[config.mk]
export PLATFORM = sky130hd
export DESIGN_NAME = i2c_regbank_target
export DESIGN_NICKNAME = d
export VERILOG_FILES = /design/src/rtl/i2c_rb_pkg.sv /design/src/rtl/i2c_line_sync.sv /design/src/rtl/i2c_reg_file.sv /design/src/rtl/i2c_target_fsm.sv /design/src/rtl/i2c_regbank_target.sv
export SDC_FILE = /design/constraint.sdc
export NUM_CORES = 1
export LEC_CHECK = 0
export ABC_CLOCK_PERIOD_IN_PS = 4300
export BUFFER_PORTS_ARGS = -buffer_cell sky130_fd_sc_hd__buf_4
export CORE_UTILIZATION = 59
export CTS_CLUSTER_DIAMETER = 80
export CTS_CLUSTER_SIZE = 24
export DETAILED_ROUTE_END_ITERATION = 16
export PLACE_DENSITY_LB_ADDON = 0.25
export SLEW_MARGIN = 20
export SYNTH_ARGS = -nofsm -noshare
export SYNTH_HDL_FRONTEND = slang
export SYNTH_SLANG_ARGS = --single-unit
[constraint.sdc]
create_clock -name clk -period 4.3 [get_ports clk]
set_clock_uncertainty 0.2 [all_clocks]
set_input_delay 0.215 -clock clk [delete_from_list [all_inputs] [get_ports clk]]
set_output_delay 0.215 -clock clk [all_outputs]
set_load 0.1 [all_outputs]
[src/rtl/i2c_rb_pkg.sv]
package i2c_rb_pkg;

    localparam int BYTE_W = 8;
    localparam int PTR_W  = 8;

    typedef logic [BYTE_W-1:0] byte_t;
    typedef logic [PTR_W-1:0]  ptr_t;

    typedef enum logic [2:0] {
        ST_IDLE,
        ST_ADDR,
        ST_SUB,
        ST_WDATA,
        ST_SLV_ACK,
        ST_RDATA,
        ST_MST_ACK,
        ST_IGNORE
    } tgt_state_e;

    typedef enum logic [1:0] {
        NX_SUB,
        NX_WDATA,
        NX_READ
    } ack_next_e;

    typedef struct packed {
        logic sda;
        logic start;
        logic stop;
        logic rise;
        logic fall;
    } bus_ev_t;

    typedef struct packed {
        logic  en;
        ptr_t  addr;
        byte_t data;
    } wr_req_t;

    function automatic logic [6:0] dev_addr(logic [4:0] hi, logic [1:0] strap);
        return {hi, strap};
    endfunction

    function automatic ptr_t ptr_next(ptr_t p);
        return p + ptr_t'(1);
    endfunction

endpackage

[src/rtl/i2c_line_sync.sv]
module i2c_line_sync
    import i2c_rb_pkg::*;
#(
    parameter int STAGES = 2
) (
    input  logic    clk,
    input  logic    rst,
    input  logic    scl_i,
    input  logic    sda_i,
    output bus_ev_t ev
);
    localparam int DEPTH = STAGES + 1;

    logic [DEPTH-1:0] scl_p;
    logic [DEPTH-1:0] sda_p;

    always_ff @(posedge clk) begin
        if (rst) begin
            scl_p <= '1;
            sda_p <= '1;
        end else begin
            scl_p <= {scl_p[DEPTH-2:0], scl_i};
            sda_p <= {sda_p[DEPTH-2:0], sda_i};
        end
    end

    logic scl_now, scl_was, sda_now, sda_was;
    assign scl_now = scl_p[STAGES-1];
    assign scl_was = scl_p[STAGES];
    assign sda_now = sda_p[STAGES-1];
    assign sda_was = sda_p[STAGES];

    always_comb begin
        ev.sda   = sda_now;
        ev.rise  = scl_now & ~scl_was;
        ev.fall  = ~scl_now & scl_was;
        ev.start = scl_now & scl_was & sda_was & ~sda_now;
        ev.stop  = scl_now & scl_was & ~sda_was & sda_now;
    end

endmodule

[src/rtl/i2c_reg_file.sv]
module i2c_reg_file
    import i2c_rb_pkg::*;
#(
    parameter int                     NUM_REGS = 4,
    parameter logic [NUM_REGS*8-1:0]  RSV_MASK = '0
) (
    input  logic                     clk,
    input  logic                     rst,
    input  wr_req_t                  wr,
    input  ptr_t                     rd_addr,
    output byte_t                    rd_data,
    output logic [NUM_REGS*8-1:0]    regs_flat
);
    byte_t q [NUM_REGS];

    for (genvar i = 0; i < NUM_REGS; i++) begin : g_reg
        localparam byte_t KEEP = byte_t'(~RSV_MASK[i*BYTE_W +: BYTE_W]);

        always_ff @(posedge clk) begin
            if (rst) begin
                q[i] <= '0;
            end else if (wr.en && (int'(wr.addr) == i)) begin
                q[i] <= wr.data & KEEP;
            end
        end

        assign regs_flat[i*BYTE_W +: BYTE_W] = q[i];
    end

    always_comb begin
        rd_data = '0;
        for (int i = 0; i < NUM_REGS; i++) begin
            if (int'(rd_addr) == i) begin
                rd_data = q[i] & ~RSV_MASK[i*BYTE_W +: BYTE_W];
            end
        end
    end

endmodule

[src/rtl/i2c_target_fsm.sv]
module i2c_target_fsm
    import i2c_rb_pkg::*;
#(
    parameter logic [4:0] ADDR_HI = 5'b10110
) (
    input  logic       clk,
    input  logic       rst,
    input  bus_ev_t    ev,
    input  logic [1:0] strap_i,
    input  byte_t      rd_data,
    output logic       sda_oe,
    output wr_req_t    wr,
    output ptr_t       rd_addr,
    output tgt_state_e state
);
    ack_next_e  nxt;
    byte_t      shreg;
    byte_t      tx;
    logic [3:0] cnt;
    ptr_t       ptr;
    logic       sub_seen;
    logic       mack;

    assign rd_addr = ptr;

    always_ff @(posedge clk) begin
        if (rst) begin
            state    <= ST_IDLE;
            nxt      <= NX_SUB;
            shreg    <= '0;
            tx       <= '0;
            cnt      <= '0;
            ptr      <= '0;
            sub_seen <= 1'b0;
            mack     <= 1'b0;
            sda_oe   <= 1'b0;
            wr       <= '0;
        end else begin
            wr.en <= 1'b0;
            if (ev.stop) begin
                state    <= ST_IDLE;
                sda_oe   <= 1'b0;
                sub_seen <= 1'b0;
            end else if (ev.start) begin
                state  <= ST_ADDR;
                cnt    <= '0;
                sda_oe <= 1'b0;
            end else begin
                unique case (state)
                    ST_ADDR, ST_SUB, ST_WDATA: begin
                        if (ev.rise) begin
                            shreg <= {shreg[BYTE_W-2:0], ev.sda};
                            cnt   <= cnt + 4'd1;
                        end else if (ev.fall && cnt == 4'd8) begin
                            cnt <= '0;
                            if (state == ST_ADDR) begin
                                if (shreg[7:1] == dev_addr(ADDR_HI, strap_i)) begin
                                    sda_oe <= 1'b1;
                                    state  <= ST_SLV_ACK;
                                    if (shreg[0]) begin
                                        nxt <= NX_READ;
                                        if (!sub_seen) begin
                                            ptr <= '0;
                                        end
                                    end else begin
                                        nxt <= NX_SUB;
                                    end
                                end else begin
                                    state <= ST_IGNORE;
                                end
                            end else if (state == ST_SUB) begin
                                ptr      <= shreg;
                                sub_seen <= 1'b1;
                                sda_oe   <= 1'b1;
                                nxt      <= NX_WDATA;
                                state    <= ST_SLV_ACK;
                            end else begin
                                wr     <= '{en: 1'b1, addr: ptr, data: shreg};
                                ptr    <= ptr_next(ptr);
                                sda_oe <= 1'b1;
                                nxt    <= NX_WDATA;
                                state  <= ST_SLV_ACK;
                            end
                        end
                    end
                    ST_SLV_ACK: begin
                        if (ev.fall) begin
                            cnt <= '0;
                            unique case (nxt)
                                NX_SUB: begin
                                    sda_oe <= 1'b0;
                                    state  <= ST_SUB;
                                end
                                NX_WDATA: begin
                                    sda_oe <= 1'b0;
                                    state  <= ST_WDATA;
                                end
                                NX_READ: begin
                                    tx     <= rd_data;
                                    ptr    <= ptr_next(ptr);
                                    sda_oe <= ~rd_data[BYTE_W-1];
                                    state  <= ST_RDATA;
                                end
                                default: state <= ST_IGNORE;
                            endcase
                        end
                    end
                    ST_RDATA: begin
                        if (ev.fall) begin
                            if (cnt == 4'd7) begin
                                cnt    <= '0;
                                sda_oe <= 1'b0;
                                state  <= ST_MST_ACK;
                            end else begin
                                tx     <= {tx[BYTE_W-2:0], 1'b0};
                                sda_oe <= ~tx[BYTE_W-2];
                                cnt    <= cnt + 4'd1;
                            end
                        end
                    end
                    ST_MST_ACK: begin
                        if (ev.rise) begin
                            mack <= ~ev.sda;
                        end else if (ev.fall) begin
                            if (mack) begin
                                tx     <= rd_data;
                                ptr    <= ptr_next(ptr);
                                sda_oe <= ~rd_data[BYTE_W-1];
                                state  <= ST_RDATA;
                            end else begin
                                state <= ST_IGNORE;
                            end
                        end
                    end
                    default: ;
                endcase
            end
        end
    end

endmodule

[src/rtl/i2c_regbank_target.sv]
module i2c_regbank_target
    import i2c_rb_pkg::*;
#(
    parameter logic [4:0]             ADDR_HI     = 5'b10110,
    parameter int                     NUM_REGS    = 4,
    parameter logic [NUM_REGS*8-1:0]  RSV_MASK    = 32'hF000_8100,
    parameter int                     SYNC_STAGES = 2
) (
    input  logic                    clk,
    input  logic                    rst,
    input  logic                    scl_i,
    input  logic                    sda_i,
    input  logic [1:0]              strap_i,
    output logic                    sda_oe_o,
    output logic [NUM_REGS*8-1:0]   regs_o
);
    bus_ev_t    ev;
    wr_req_t    wr;
    ptr_t       rd_addr;
    byte_t      rd_data;
    tgt_state_e fsm_state;

    logic mon_fall, mon_stop, mon_wr_en;
    ptr_t mon_wr_addr;
    assign mon_fall    = ev.fall;
    assign mon_stop    = ev.stop;
    assign mon_wr_en   = wr.en;
    assign mon_wr_addr = wr.addr;

    i2c_line_sync #(.STAGES(SYNC_STAGES)) u_sync (
        .clk   (clk),
        .rst   (rst),
        .scl_i (scl_i),
        .sda_i (sda_i),
        .ev    (ev)
    );

    i2c_target_fsm #(.ADDR_HI(ADDR_HI)) u_fsm (
        .clk     (clk),
        .rst     (rst),
        .ev      (ev),
        .strap_i (strap_i),
        .rd_data (rd_data),
        .sda_oe  (sda_oe_o),
        .wr      (wr),
        .rd_addr (rd_addr),
        .state   (fsm_state)
    );

    i2c_reg_file #(.NUM_REGS(NUM_REGS), .RSV_MASK(RSV_MASK)) u_regs (
        .clk       (clk),
        .rst       (rst),
        .wr        (wr),
        .rd_addr   (rd_addr),
        .rd_data   (rd_data),
        .regs_flat (regs_o)
    );

endmodule

==> results.sh <==
export IMPL_dieArea_sq_um=7520
export IMPL_finalWirelength_um=9590
export IMPL_synth_area_leaders="dfxtp_1 27%, edfxtp_1 18%, mux2i_1 5.7%"
export IMPL_fp_coreArea_sq_um=6870
export IMPL_drive_gt1_share_pct=14.0
export IMPL_share_comb_of_total_power_pct=9.1
export IMPL_tns_ps=0
export IMPL_swShare_pct=27.1
export IMPL_drc=0
export IMPL_clkTransAtPathRegs_ps=90
export IMPL_antenna_found_initial=0
export IMPL_vias=3488
export IMPL_crit_arrival_ps=2640
export IMPL_rows=30
export IMPL_p_sw_mw=0.422
export IMPL_hold_slack_ps=140
export IMPL_post_drt_wl_per_cell_um=16.9
export IMPL_chipHeight_um=86.7
export IMPL_first_pass_iters=5
export IMPL_grt_overflow_total=0
export IMPL_crit_fanout=27
export IMPL_clock_latency_ps=350
export IMPL_grt_use_total_pct=27.1
export IMPL_grt_start_max_net_pins=58
export IMPL_seqPwrFrac_pct=53.7
export IMPL_fillers=553
export IMPL_syn_inst=446
export IMPL_hpwl_um=6920
export IMPL_yosysSeqAreaShare_pct=45.9
export IMPL_cts_tree="done"
export IMPL_max_slew_margin_rel_pct=29.7
export IMPL_antenna_cells=0
export IMPL_cp_slowest_stage_delay_ps=880
export IMPL_routabilityCongestion=0.956
export IMPL_p_per_area_nw_per_um2=331
export IMPL_peakVddDrop_mv=0.281
export IMPL_critPathLaunchType="flip-flop"
export IMPL_drtIter0Drc=360
export IMPL_cp_cell_sequence="and3b_1 > nor4_2 > nor2b_1 > a22o_1 > a22o_1"
export IMPL_numCtsBuffers=9
export IMPL_run_status="complete, no violations"
export IMPL_stdcell_count=568
export IMPL_io_pins=39
export IMPL_post_cts_buffers=0
export IMPL_crit_path_frequent_cell="a22o_1"
export IMPL_tightest_slew_ps=1040
export IMPL_ys_async_sr_fraction_pct=0
export IMPL_placed_cells=550
export IMPL_initial_core_util_pct=61.6
export IMPL_cap_violations=0
export IMPL_ant_nets=0
export IMPL_drv_slew=0
export IMPL_hold_violations=0
export IMPL_cts_hold_buf=2
export IMPL_rsz0062_at_grt="false"
export IMPL_synth_area_leader_cell="dfxtp_1"
export IMPL_fin_nets=479
export IMPL_cts_resized=0
export IMPL_synth_edf_count=26
export IMPL_required_ps=4400
export IMPL_synth_area_sq_um=4230
export IMPL_synth_top_area_share_pct=27.4
export IMPL_dominantRegCellSynth="dfxtp_1"
export IMPL_vias_per_cell=6.14
export IMPL_p_int_mw=1.13
export IMPL_min_period_over_period_pct=59.1
export IMPL_grt_pass1_vias=3088
export IMPL_clock_root_buffer="clkbuf_8"
export IMPL_p_leak_nw=1.87
export IMPL_layout_min_cycle_time_ps=2540
export IMPL_avgSynthCellArea_sq_um=9.49
export IMPL_area_delta_synth_final_pct=11.0
export IMPL_cp_slowest_cell="dfxtp_1"
export IMPL_cp_end_kind="flip-flop"
export IMPL_finalSetupViolCount=0
export IMPL_min_path_type="in2reg"
export IMPL_synth_warnings=0
export IMPL_critPathKind="reg2reg"
export IMPL_grt_pass1_wl_um=15400
export IMPL_port_buffer_count=32
export IMPL_clkSinkCount=84
export IMPL_ys_ff_latch=84
export IMPL_critPathBufInv=0
export IMPL_cts_htree_levels=3
export IMPL_ys_types=69
export IMPL_crit_family="simple AND/OR/NAND/NOR gates"
export IMPL_clockBufferDepth=2
export IMPL_fmax_mhz=394
export IMPL_chipWidth_um=86.7
export IMPL_pwr_share_clk_pct=37.2
power by group through the flow:
stage | registers (mW) | clock network (mW) | logic (mW)
finish | 0.834 | 0.579 | 0.141
global route | 0.836 | 0.613 | 0.148
CTS | 0.834 | 0.587 | 0.140
detailed placement | 0.853 | 0 | 0.138
global placement | 0.852 | 0 | 0.138
floorplan | 0.896 | 0 | 0.0725
cells in the mapped netlist (5+ instances only):
cell	count
dfxtp_1	58
nor2_1	44
and2_1	31
edfxtp_1	26
nand2_1	26
mux2i_1	24
a21oi_1	18
o21ai_0	18
clkbuf_1	16
nand3_1	12
inv_1	11
nor2b_1	11
a22oi_1	9
a22o_1	8
or2_2	8
buf_2	7
nand2b_1	7
a221oi_1	6
a31oi_1	6
buf_4	6
ha_1	6
nand4_1	6
nor3_1	5
worst paths after layout:
check             cells after the start  slack, ps       startpoint               to
setup / recovery                      5       1760   u_fsm.state[1]      u_fsm.tx[5]
hold / removal                        2        140              rst   u_fsm.shreg[6]
setup reg to reg                      5       1760   u_fsm.state[1]      u_fsm.tx[5]
hold reg to reg                       1        220  u_sync.sda_p[0]  u_sync.sda_p[1]
worst register-to-register path, stage by stage (launching register included):
cell     delay, ps
dfxtp_1        880
and3b_1        400
nor4_2         440
nor2b_1        270
a22o_1         170
a22o_1         130
metal layers:
| layer | vias up | GRT usage [%] | routed length [um] |
|---|---|---|---|
| li1 | 1671 | - | - |
| met1 | 1651 | 38.0 | 4390 |
| met2 | 139 | 41.7 | 4320 |
| met3 | 27 | 5.43 | 651 |
| met4 | 0 | 9.55 | 228 |
| met5 | - | 0 | 0 |
cell type report:
type	count	area (sq um)	area share [%]
clock buffers	9	124	2.64
well taps	96	120	2.56
multi-input cells	325	2120	45.1
repair buffers	35	268	5.70
clock inverters	7	80.1	1.70
inverters	12	45.0	0.958
flip-flops and latches	84	1940	41.3
cells in the final DEF (no fill, tap or decap), types with 7 or more instances in the layout:
cell      netlist  final
a21oi_1        18     18
a22o_1          8      8
a22oi_1         9      9
and2_1         31     31
buf_4           6     33
clkbuf_8        0      9
dfxtp_1        58     58
edfxtp_1       26     26
inv_1          11     11
mux2i_1        24     24
nand2_1        26     26
nand2b_1        7      7
nand3_1        12     12
nor2_1         44     44
nor2b_1        11     11
o21ai_0        18     17
or2_2           8      8
metrics by stage:
step	power [mW]	setup WS, ps	utilization [%]	cell area [sq um]
after detailed placement	0.991	1810	65.2	4480
after CTS	1.56	1790	68.4	4700
after global placement	0.990	1890	65.2	4480
final	1.55	1760	68.4	4700
after floorplan	0.969	2270	-	4250
after global routing	1.60	1530	68.4	4700
flip-flops by register name, summed over array words and instances (netlist names):
register	cells
u_fsm.sub_seen	1
u_fsm.state	3
u_fsm.rd_addr	8
u_sync.scl_p	3
u_regs.q	26
u_fsm.nxt	2
u_fsm.cnt	4
u_sync.sda_p	3
u_fsm.mack	1
u_fsm.tx	7
u_fsm.shreg	8
u_fsm.wr	17
u_fsm.sda_oe	1
kinds of logic (layout without fill, tap and decap cells):
group | count (synthesis) | in the layout | share of synthesized area, %
and+or+nand+nor | 179 | 179 | 23.2
adders and majority gates | 6 | 6 | 1.77
buffers and inverters | 42 | 63 | 4.46
xor gates and xnor gates | 4 | 4 | 0.828
AOI/OAI and AO/OA | 106 | 106 | 18.1
DFF | 84 | 84 | 45.9
other | 1 | 6 | 0.0886
muxes | 24 | 24 | 5.67
No activity file was read; power rests on OpenSTA's default activity.
